--- src/rtl/drs_pkg.sv ---
package drs_pkg;

  typedef enum logic {
    PH_SLEEP = 1'b0,
    PH_AWAKE = 1'b1
  } phase_e;

  function automatic int unsigned cnt_w(int unsigned n);
    return (n < 2) ? 1 : $clog2(n);
  endfunction

  function automatic int unsigned max3(int unsigned a, int unsigned b, int unsigned c);
    int unsigned m;
    m = (a > b) ? a : b;
    return (m > c) ? m : c;
  endfunction

endpackage

--- src/rtl/drs_phase_timer.sv ---
module drs_phase_timer
  import drs_pkg::*;
#(
  parameter int unsigned AWAKE_TICKS = 5,
  parameter int unsigned SLOW_SLEEP  = 5595,
  parameter int unsigned FAST_SLEEP  = 40,
  parameter int unsigned CW          = 13
) (
  input  logic clk_i,
  input  logic rst_ni,
  input  logic en_i,
  input  logic tick_i,
  input  logic fast_i,
  input  logic reload_i,
  output logic awake_o,
  output logic sample_o
);

  localparam logic [CW-1:0] AW_LAST = CW'(AWAKE_TICKS - 1);
  localparam logic [CW-1:0] SS_LAST = CW'(SLOW_SLEEP - 1);
  localparam logic [CW-1:0] FS_LAST = CW'(FAST_SLEEP - 1);

  phase_e          ph_q;
  logic [CW-1:0]   cnt_q;
  logic [CW-1:0]   sleep_last;

  assign sleep_last = fast_i ? FS_LAST : SS_LAST;

  always_ff @(posedge clk_i or negedge rst_ni) begin
    if (!rst_ni) begin
      ph_q  <= PH_SLEEP;
      cnt_q <= '0;
    end else if (!en_i) begin
      ph_q  <= PH_SLEEP;
      cnt_q <= '0;
    end else if (reload_i && ph_q == PH_SLEEP) begin
      cnt_q <= '0;  // timeout: restart sleep at slow length
    end else if (tick_i) begin
      if (ph_q == PH_AWAKE) begin
        if (cnt_q == AW_LAST) begin
          ph_q  <= PH_SLEEP;
          cnt_q <= '0;
        end else begin
          cnt_q <= cnt_q + CW'(1);
        end
      end else begin
        if (cnt_q == sleep_last) begin
          ph_q  <= PH_AWAKE;
          cnt_q <= '0;
        end else begin
          cnt_q <= cnt_q + CW'(1);
        end
      end
    end
  end

  assign awake_o  = (ph_q == PH_AWAKE);
  assign sample_o = en_i && tick_i && (ph_q == PH_AWAKE) && (cnt_q == AW_LAST);

  a_r10_no_tick_hold: assert property (@(posedge clk_i) disable iff (!rst_ni)
    en_i && !tick_i && !reload_i |=> $stable(cnt_q) && $stable(ph_q));

  a_r3_awake_bound: assert property (@(posedge clk_i) disable iff (!rst_ni)
    ph_q == PH_AWAKE |-> cnt_q <= AW_LAST);

  a_r6_sleep_bound: assert property (@(posedge clk_i) disable iff (!rst_ni)
    ph_q == PH_SLEEP |-> cnt_q <= sleep_last);

  a_r9_idle_sleep: assert property (@(posedge clk_i) disable iff (!rst_ni)
    !en_i |=> ph_q == PH_SLEEP && cnt_q == '0);

endmodule

--- src/rtl/drs_hyst_latch.sv ---
module drs_hyst_latch #(
  parameter int FIELD_W = 12,
  parameter int OP_THR  = 36,
  parameter int RP_THR  = -36
) (
  input  logic                      clk_i,
  input  logic                      rst_ni,
  input  logic                      sample_i,
  input  logic signed [FIELD_W-1:0] field_i,
  output logic                      det_o,
  output logic                      chg_o
);

  localparam logic signed [FIELD_W-1:0] OP_V = FIELD_W'(OP_THR);
  localparam logic signed [FIELD_W-1:0] RP_V = FIELD_W'(RP_THR);

  logic det_q;
  logic det_nxt;

  always_comb begin
    det_nxt = det_q;
    if (field_i >= OP_V)      det_nxt = 1'b1;
    else if (field_i <= RP_V) det_nxt = 1'b0;
  end

  always_ff @(posedge clk_i or negedge rst_ni) begin
    if (!rst_ni)       det_q <= 1'b0;
    else if (sample_i) det_q <= det_nxt;
  end

  assign det_o = det_q;
  assign chg_o = sample_i && (det_nxt != det_q);

  a_r4_set_at_op: assert property (@(posedge clk_i) disable iff (!rst_ni)
    sample_i && field_i >= OP_V |=> det_o);

  a_r4_clear_at_rp: assert property (@(posedge clk_i) disable iff (!rst_ni)
    sample_i && field_i <= RP_V |=> !det_o);

  a_r4_hold_off_sample: assert property (@(posedge clk_i) disable iff (!rst_ni)
    !sample_i |=> $stable(det_o));

endmodule

--- src/rtl/drs_return_timer.sv ---
module drs_return_timer #(
  parameter int unsigned TIMEOUT_TICKS = 560000,
  parameter int unsigned RW            = 20
) (
  input  logic clk_i,
  input  logic rst_ni,
  input  logic en_i,
  input  logic tick_i,
  input  logic chg_i,
  output logic fast_o,
  output logic expire_o
);

  localparam logic [RW-1:0] RT_LAST = RW'(TIMEOUT_TICKS - 1);

  logic          fast_q;
  logic [RW-1:0] ret_q;

  always_ff @(posedge clk_i or negedge rst_ni) begin
    if (!rst_ni) begin
      fast_q <= 1'b0;
      ret_q  <= '0;
    end else if (!en_i) begin
      fast_q <= 1'b0;
      ret_q  <= '0;
    end else if (chg_i) begin
      fast_q <= 1'b1;
      ret_q  <= '0;
    end else if (fast_q && tick_i) begin
      if (ret_q == RT_LAST) begin
        fast_q <= 1'b0;
        ret_q  <= '0;
      end else begin
        ret_q <= ret_q + RW'(1);
      end
    end
  end

  assign fast_o   = fast_q;
  assign expire_o = en_i && fast_q && tick_i && !chg_i && (ret_q == RT_LAST);

  a_r5_enter_fast: assert property (@(posedge clk_i) disable iff (!rst_ni)
    en_i && chg_i |=> fast_o && ret_q == '0);

  a_r7_ret_bound: assert property (@(posedge clk_i) disable iff (!rst_ni)
    fast_q |-> ret_q <= RT_LAST);

  a_r10_ret_hold: assert property (@(posedge clk_i) disable iff (!rst_ni)
    en_i && !tick_i && !chg_i |=> $stable(ret_q) && $stable(fast_q));

  a_r9_slow_when_off: assert property (@(posedge clk_i) disable iff (!rst_ni)
    !en_i |=> !fast_o && ret_q == '0);

endmodule

--- src/rtl/dual_rate_sampler.sv ---
module dual_rate_sampler
  import drs_pkg::*;
#(
  parameter int          FIELD_W           = 12,
  parameter int          OP_THR            = 36,
  parameter int          RP_THR            = -36,
  parameter int unsigned AWAKE_TICKS       = 5,
  parameter int unsigned SLOW_PERIOD_TICKS = 5600,
  parameter int unsigned FAST_SLEEP_MULT   = 8,
  parameter int unsigned TIMEOUT_PERIODS   = 100
) (
  input  logic                      clk_i,
  input  logic                      rst_ni,
  input  logic                      tick_i,
  input  logic                      en_i,
  input  logic signed [FIELD_W-1:0] field_i,
  output logic                      awake_o,
  output logic                      det_o,
  output logic                      fast_o
);

  localparam int unsigned SLOW_SLEEP    = SLOW_PERIOD_TICKS - AWAKE_TICKS;
  localparam int unsigned FAST_SLEEP    = FAST_SLEEP_MULT * AWAKE_TICKS;
  localparam int unsigned TIMEOUT_TICKS = TIMEOUT_PERIODS * SLOW_PERIOD_TICKS;
  localparam int unsigned PH_W          = cnt_w(max3(AWAKE_TICKS, SLOW_SLEEP, FAST_SLEEP));
  localparam int unsigned RT_W          = cnt_w(TIMEOUT_TICKS);

  logic sample;
  logic chg;
  logic expire;

  drs_phase_timer #(
    .AWAKE_TICKS (AWAKE_TICKS),
    .SLOW_SLEEP  (SLOW_SLEEP),
    .FAST_SLEEP  (FAST_SLEEP),
    .CW          (PH_W)
  ) u_phase (
    .clk_i    (clk_i),
    .rst_ni   (rst_ni),
    .en_i     (en_i),
    .tick_i   (tick_i),
    .fast_i   (fast_o),
    .reload_i (expire),
    .awake_o  (awake_o),
    .sample_o (sample)
  );

  drs_hyst_latch #(
    .FIELD_W (FIELD_W),
    .OP_THR  (OP_THR),
    .RP_THR  (RP_THR)
  ) u_latch (
    .clk_i    (clk_i),
    .rst_ni   (rst_ni),
    .sample_i (sample),
    .field_i  (field_i),
    .det_o    (det_o),
    .chg_o    (chg)
  );

  drs_return_timer #(
    .TIMEOUT_TICKS (TIMEOUT_TICKS),
    .RW            (RT_W)
  ) u_ret (
    .clk_i    (clk_i),
    .rst_ni   (rst_ni),
    .en_i     (en_i),
    .tick_i   (tick_i),
    .chg_i    (chg),
    .fast_o   (fast_o),
    .expire_o (expire)
  );

  a_r5_fast_needs_change: assert property (@(posedge clk_i) disable iff (!rst_ni)
    $rose(fast_o) |-> !$stable(det_o));

  a_r4_change_in_window: assert property (@(posedge clk_i) disable iff (!rst_ni)
    !$stable(det_o) |-> $past(awake_o));

  a_r9_no_window_when_off: assert property (@(posedge clk_i) disable iff (!rst_ni)
    !en_i |=> !awake_o);

endmodule

--- config.mk ---
export PLATFORM = sky130hd
export DESIGN_NAME = dual_rate_sampler
export DESIGN_NICKNAME = d
export VERILOG_FILES = /design/src/rtl/drs_pkg.sv /design/src/rtl/drs_phase_timer.sv /design/src/rtl/drs_hyst_latch.sv /design/src/rtl/drs_return_timer.sv /design/src/rtl/dual_rate_sampler.sv
export SDC_FILE = /design/constraint.sdc
export NUM_CORES = 1
export LEC_CHECK = 0
export ABC_AREA = 1
export BUFFER_PORTS_ARGS = -buffer_cell sky130_fd_sc_hd__buf_2
export CORE_MARGIN = 2
export CORE_UTILIZATION = 40
export CTS_CLUSTER_SIZE = 28
export DETAILED_ROUTE_END_ITERATION = 16
export PLACE_DENSITY_LB_ADDON = 0.12
export SLEW_MARGIN = 20
export SYNTH_ARGS = -nofsm -noshare
export SYNTH_HDL_FRONTEND = slang
export SYNTH_HIERARCHICAL = 1
export SYNTH_SLANG_ARGS = --single-unit
--- constraint.sdc ---
create_clock -name clk_i -period 3.75 [get_ports clk_i]
set_clock_uncertainty 0.15 [all_clocks]
set_input_delay 0.5625 -clock clk_i [delete_from_list [all_inputs] [get_ports clk_i]]
set_output_delay 0.5625 -clock clk_i [all_outputs]
set_load 0.1 [all_outputs]
# Word level (Yosys, flattened, before mapping)
# Cells that the tools add are included.
# Widths: inputs -> output; s select.
classes:
  addsub: 2
  n_lt_le_gt_ge: 2
  n_eq_ne: 9
  mux: 23
  bitwise: 1
  n_reduce_logical: 13
ops:
  columns: ["cell", "count"]
  rows:
  - ["$mux 13", 7]
  - ["$mux 20", 4]
  - ["$add 20x1->20 const B", 1]
  - ["$eq 20x20->1 const B", 1]
  - ["$add 13x1->13 const B", 1]
  - ["$eq 13x13->1", 1]
  - ["$eq 13x3->1 const B", 1]
  - ["$ge 12x7->1 const B", 1]
  - ["$le 12x7->1 const B", 1]
  - ["$mux 1", 12]
  - ["$logic_and 1x1->1", 10]
  - ["$ne 3x1->1 const B", 2]
  - ["$ne 2x2->1 const B", 2]
  - ["$reduce_and 2->1", 2]
  - ["$ne 3x2->1 const B", 1]
  - ["$logic_not 1->1", 1]
  - ["$ne 1x1->1", 1]
  - ["$not 1->1", 1]
totals:
  register_bits: 36
  inputBits: 16
  out_inout_bits: 3
  word_cells: 55

# Logic depth before layout (Yosys ltp)
depth:
  ltp_word: 11
  depth_mapped: 18
  ltp_nobuf: 18

# Hierarchy
# Netlist, hierarchy kept.
by_module_without_submodules:
  columns: ["mod", "instances", "cells_each", "area_per_inst_um2"]
  rows:
  - ["drs_return_timer", 1, 197, 1315.0]
  - ["drs_phase_timer", 1, 170, 1053.5]
  - ["drs_hyst_latch", 1, 31, 153.9]

# Least setup slack after synthesis
# Ideal clock, no wire load.
synth_path:
  path_type: "register to register"
  from: "reg u_phase.ph_q, in the netlist u_phase/awake_o"
  to: "reg u_phase.cnt_q[10]"
  setup_ns: 0.066
  arrival_time_ns: 2.781
  required_ns: 3.534
  slack_ns: 0.754
  stages_incl_launch_ff: 19
  path_buffers: 0
  period_less_slack_ns: 2.996
  cell_sequence: "dfrtp_1 inv_1 nor2_1 nand2_1 nor2_1 nand2_2 nor2_1 nand2_1 nor2_1 inv_1 nand2_1 nor3_1 nand2_1 nand2_1 nor2_1 nand2_4 nor2_1 nand2_1 nand2_1"
synth_via:
  elab_chain_len: 9
  word_cells_on_any_way: 13
synth_lines:
  columns: ["item", "line", "text"]
  rows:
  - ["start: declaration", "drs_phase_timer.sv:23", "phase_e ph_q;"]
  - ["start signal: assignment", "drs_phase_timer.sv:31", "ph_q <= PH_SLEEP;"]
  - ["start signal: assignment", "drs_phase_timer.sv:34", "ph_q <= PH_SLEEP;"]
  - ["start signal: assignment", "drs_phase_timer.sv:41", "ph_q <= PH_SLEEP;"]
  - ["$logic_and 1x1->1 (*) (2 in a row)", "drs_phase_timer.sv:58", "assign sample_o = en_i && tick_i && (ph_q == PH_AWAKE) && (cnt_q == AW_LAST);"]
  - ["via sample", "dual_rate_sampler.sv:28", "logic sample;"]
  - ["$logic_and 1x1->1 (*)", "drs_hyst_latch.sv:32", "assign chg_o = sample_i && (det_nxt != det_q);"]
  - ["via chg", "dual_rate_sampler.sv:29", "logic chg;"]
  - ["$logic_not 1->1 (*)", "drs_return_timer.sv:40", "assign expire_o = en_i && fast_q && tick_i && !chg_i && (ret_q == RT_LAST);"]
  - ["$logic_and 1x1->1 (*) (2 in a row)", "drs_return_timer.sv:40", null]
  - ["via expire", "dual_rate_sampler.sv:30", "logic expire;"]
  - ["$logic_and 1x1->1 (*)", "drs_phase_timer.sv:36", "end else if (reload_i && ph_q == PH_SLEEP) begin"]
  - ["$mux 13", "drs_phase_timer.sv:36", null]
  - ["$mux 13", "drs_phase_timer.sv:33", "end else if (!en_i) begin"]
  - ["end signal: assignment", "drs_phase_timer.sv:44", "cnt_q <= cnt_q + CW'(1);"]
  - ["end signal: assignment", "drs_phase_timer.sv:51", "cnt_q <= cnt_q + CW'(1);"]
  - ["end: declaration", "drs_phase_timer.sv:24", "logic [CW-1:0] cnt_q;"]
# Mark *: on every way through the listed nets, which the timed path passes. The rest lies on a longest branch. The select of a mux whose other input is x is not followed.
# A chain may end at the register's enable or synchronous reset.

# Final worst setup path
layout_path:
  from: "reg u_phase.cnt_q[0]"
  to: "reg u_phase.cnt_q[3]"
layout_via:
  elab_chain_len: 9
  word_cells_on_any_way: 16
layout_lines:
  columns: ["item", "line"]
  rows:
  - ["$eq 13x3->1 (*)", "drs_phase_timer.sv:58"]
  - ["$logic_and 1x1->1 (*)", "drs_phase_timer.sv:58"]
  - ["via sample", "dual_rate_sampler.sv:28"]
  - ["$logic_and 1x1->1 (*)", "drs_hyst_latch.sv:32"]
  - ["via chg", "dual_rate_sampler.sv:29"]
  - ["$logic_not 1->1 (*)", "drs_return_timer.sv:40"]
  - ["$logic_and 1x1->1 (*) (2 in a row)", "drs_return_timer.sv:40"]
  - ["via expire", "dual_rate_sampler.sv:30"]
  - ["$logic_and 1x1->1 (*)", "drs_phase_timer.sv:36"]
  - ["$mux 13", "drs_phase_timer.sv:36"]
  - ["$mux 13", "drs_phase_timer.sv:33"]
# Marked as above.

==> results_dict.tcl <==
set metrics [dict create \
    run_status "complete, no violations" \
    synthCells 398 \
    die_height_um 83.4 \
    die_x_um 83.4 \
    timing.critical_path.cells "inv_1 > ha_1 > nand2_1 > nor2_2 > nand2_2 > nor2_1 > nand2_1 > nor2_1 > inv_1 > nand2_1 > nor3_1 > nand2_1 > nand2_1 > nor2_1 > buf_4 > nand2_1 > nand2_1" \
    port_buffers 18 \
    cts-hold-fix-buffers 0 \
    hold_violations 0 \
    timing_worst_slew_pin_value_ns 0.831 \
    most-common-layout-cells "133 x sky130_fd_sc_hd__nand2_1, 78 x sky130_fd_sc_hd__nor2_1, 46 x sky130_fd_sc_hd__inv_1, 37 x sky130_fd_sc_hd__nand3_1, 36 x sky130_fd_sc_hd__dfrtp_1" \
    detailedPlacementHpwl_um 4360 \
    ctsLongestPathBuffers 2 \
    row_count 28 \
    core-area_mm2 0.00599 \
    global_route.overflow_total 0 \
    critical_path_required_ns 3.83 \
    critPathTopFamily "simple AND/OR/NAND/NOR gates" \
    cell_area_after_placement_mm2 0.00267 \
    layout.nets 438 \
    drv_slew 0 \
    crit_path_max_incr_delay_ns 0.44 \
    finalSetupViolCount 0 \
    hold_ws_ns 0.220 \
    min_period_ns 2.71 \
    drt-pass1-iter-count 4 \
    holdCritPathClass "in -> async" \
    gpl.final_weighted_congestion 0.881 \
    worstSkewPairLatency_ns 0.29 \
    finalWirelength_um 5810 \
    yosysSeqAreaShare 0.357 \
    initial_antenna_violation_count 0 \
    floorplan.initialDensity 0.421 \
    h-tree-depth 2 \
    postSynthAreaPerCell_um2 6.34 \
    endpoint_kind "flop" \
    routed-via-count 2360 \
    total_die_area_mm2 0.00696 \
    grt_util_all_layers 0.179 \
    total_setup_buffers_inserted_after_cts 0 \
    final_common_cell "sky130_fd_sc_hd__nand2_1" \
    power.density_cell_area_mw_per_mm2 299 \
    nFillCells 629 \
    ys_seq_elements 36 \
    synth_cell_types 28 \
    cts_tree "built" \
    achievable-frequency_ghz 0.369 \
    numCtsBuffers 5 \
    clock-root-buffer "sky130_fd_sc_hd__clkbuf_8" \
    cts_sinks 36 \
    worstPathArrival_ns 2.79 \
    antenna_cells_inserted 0 \
    yosysWarningCount 6 \
    grt_first_pass_wirelength_um 10400 \
    peakVddDrop_uv 197 \
    max-cap-violations 0 \
    critical_path.n_buffers_inverters 3 \
    power_mw 0.838 \
    critical_path.max_fanout 8 \
    syn2layout_area_growth_pct 11.0 \
    synth_fp_nets 417 \
    post-route-worst-setup-slack_ns 1.04 \
    pin_count 19 \
    crit_path_top_delay_cell "sky130_fd_sc_hd__dfrtp_1" \
    avgViaCountPerCell 4.77 \
    routed_wire_length_per_instance_um 11.7 \
    detail_route.drc_violations 0 \
    rsz0062_at_grt "false" \
    syn_area_mm2 0.00252 \
    ratio_of_cells_with_drive_above_1_in_the_final_layout 0.124 \
    leakage_nw 1.46 \
    worstSetupStartpointType "flop" \
    cts_repair_resize_count 0 \
    drtIter0Drc 86 \
    clk_pin_slew_worst_paths_ns 0.08 \
    path_common_cell "sky130_fd_sc_hd__nand2_1" \
    maximum_number_of_pins_on_one_net_before_global_route_repair 37 \
    critPathKind "reg -> reg" \
    max_slew_margin_vs_limit 0.446 \
    final.period_utilization 0.723 \
    ant_nets 0 \
    dp_slack_ns 1.06 \
    post_route_cell_area_mm2 0.00280 \
    grt_pass1_vias 2316 \
    setup_total_negative_slack_ns 0 \
]
[Yosys cell counts]
library cell / number / area share
sky130_fd_sc_hd__nor2_2: 6 / 0.015
sky130_fd_sc_hd__clkbuf_1: 1 / 0.0015
sky130_fd_sc_hd__nor2_1: 78 / 0.12
sky130_fd_sc_hd__nand3_2: 1 / 0.0040
sky130_fd_sc_hd__inv_1: 46 / 0.068
sky130_fd_sc_hd__xor2_1: 6 / 0.021
sky130_fd_sc_hd__buf_4: 2 / 0.0060
sky130_fd_sc_hd__a21oi_1: 5 / 0.0099
sky130_fd_sc_hd__nand4_1: 4 / 0.0099
sky130_fd_sc_hd__o22ai_1: 1 / 0.0025
sky130_fd_sc_hd__or2_1: 1 / 0.0025
sky130_fd_sc_hd__inv_2: 6 / 0.0089
sky130_fd_sc_hd__nand2_2: 7 / 0.017
sky130_fd_sc_hd__nand2_1: 133 / 0.20
sky130_fd_sc_hd__buf_6: 2 / 0.0089
sky130_fd_sc_hd__nand2_4: 1 / 0.0045
sky130_fd_sc_hd__or2_2: 1 / 0.0025
sky130_fd_sc_hd__o21bai_1: 1 / 0.0030
sky130_fd_sc_hd__xnor2_1: 3 / 0.010
sky130_fd_sc_hd__dfrtp_1: 36 / 0.36
sky130_fd_sc_hd__nand3_1: 37 / 0.073
sky130_fd_sc_hd__nand3b_1: 4 / 0.012
sky130_fd_sc_hd__o21ai_0: 6 / 0.012
sky130_fd_sc_hd__ha_1: 3 / 0.015
sky130_fd_sc_hd__a31o_2: 1 / 0.0035
sky130_fd_sc_hd__nor2_4: 1 / 0.0045
sky130_fd_sc_hd__nor3_1: 4 / 0.0079
sky130_fd_sc_hd__nand4_2: 1 / 0.0050
[sequential cells by signal, indices dropped and copies added (netlist names)]
name and flops:
u_ret/fast_o 1, u_ret/ret_q 20, u_phase/cnt_q 13, u_latch/det_o 1
u_phase/awake_o 1
[cells by family after synthesis]
kind of cell / count (synthesis) / share of synthesized area
adder cells (fa/ha/maj): 3 / 0.0149
flip-flops: 36 / 0.357
AO/OA/AOI/OAI: 14 / 0.0308
AND/OR/NAND/NOR: 279 / 0.472
XOR/XNOR: 9 / 0.0313
buffers and inverters: 57 / 0.0937
[final timing paths]
| check | startpoint | endpoint | cells after the start | slack, ns |
|---|---|---|---|---|
| worst max-delay path | u_phase/cnt_q[0]$_DFFE_PN0P_ | u_phase/cnt_q[3]$_DFFE_PN0P_ | 17 | 1.04 |
| worst min-delay path | rst_ni | u_ret/ret_q[5]$_DFFE_PN0P_ | 1 | 0.22 |
| worst max register to register | u_phase/cnt_q[0]$_DFFE_PN0P_ | u_phase/cnt_q[3]$_DFFE_PN0P_ | 17 | 1.04 |
| worst min register to register | u_ret/ret_q[1]$_DFFE_PN0P_ | u_ret/ret_q[1]$_DFFE_PN0P_ | 2 | 0.37 |
| max in group asynchronous | rst_ni | u_phase/cnt_q[9]$_DFFE_PN0P_ | 1 | 2.70 |
| min in group clk_i | u_ret/ret_q[1]$_DFFE_PN0P_ | u_ret/ret_q[1]$_DFFE_PN0P_ | 2 | 0.37 |
[routing by layer]
metal / global-route usage / routed length [um]
met5: 0 / 0
met4: 0.0557 / 83
met3: 0.0288 / 152
met2: 0.319 / 2880
met1: 0.220 / 2690
[report_power, final]
part           internal [mW]  switching (mW)  total (mW)
Combinational         0.0168          0.0411      0.0579
Sequential             0.390         0.00337       0.394
Clock                  0.235           0.151       0.386
Total                  0.642           0.196       0.838
[through the flow]
step / instances / utilization
floorplan: 398 / -
global placement: 487 / 0.446
detailed placement: 487 / 0.446
CTS: 495 / 0.467
global route: 495 / 0.467
finish: 495 / 0.467
[area by class of cell]
class,instances,area (um2),area share
Multi-Input combinational cell,305,1390,0.495
Sequential cell,36,901,0.322
Inverter,52,195,0.0697
Timing Repair Buffer,19,97.6,0.0349
Clock buffer,7,96.3,0.0344
Tap cell,75,93.8,0.0335
Clock inverter,1,30.0,0.0107
(Power assumes the default switching activity.)
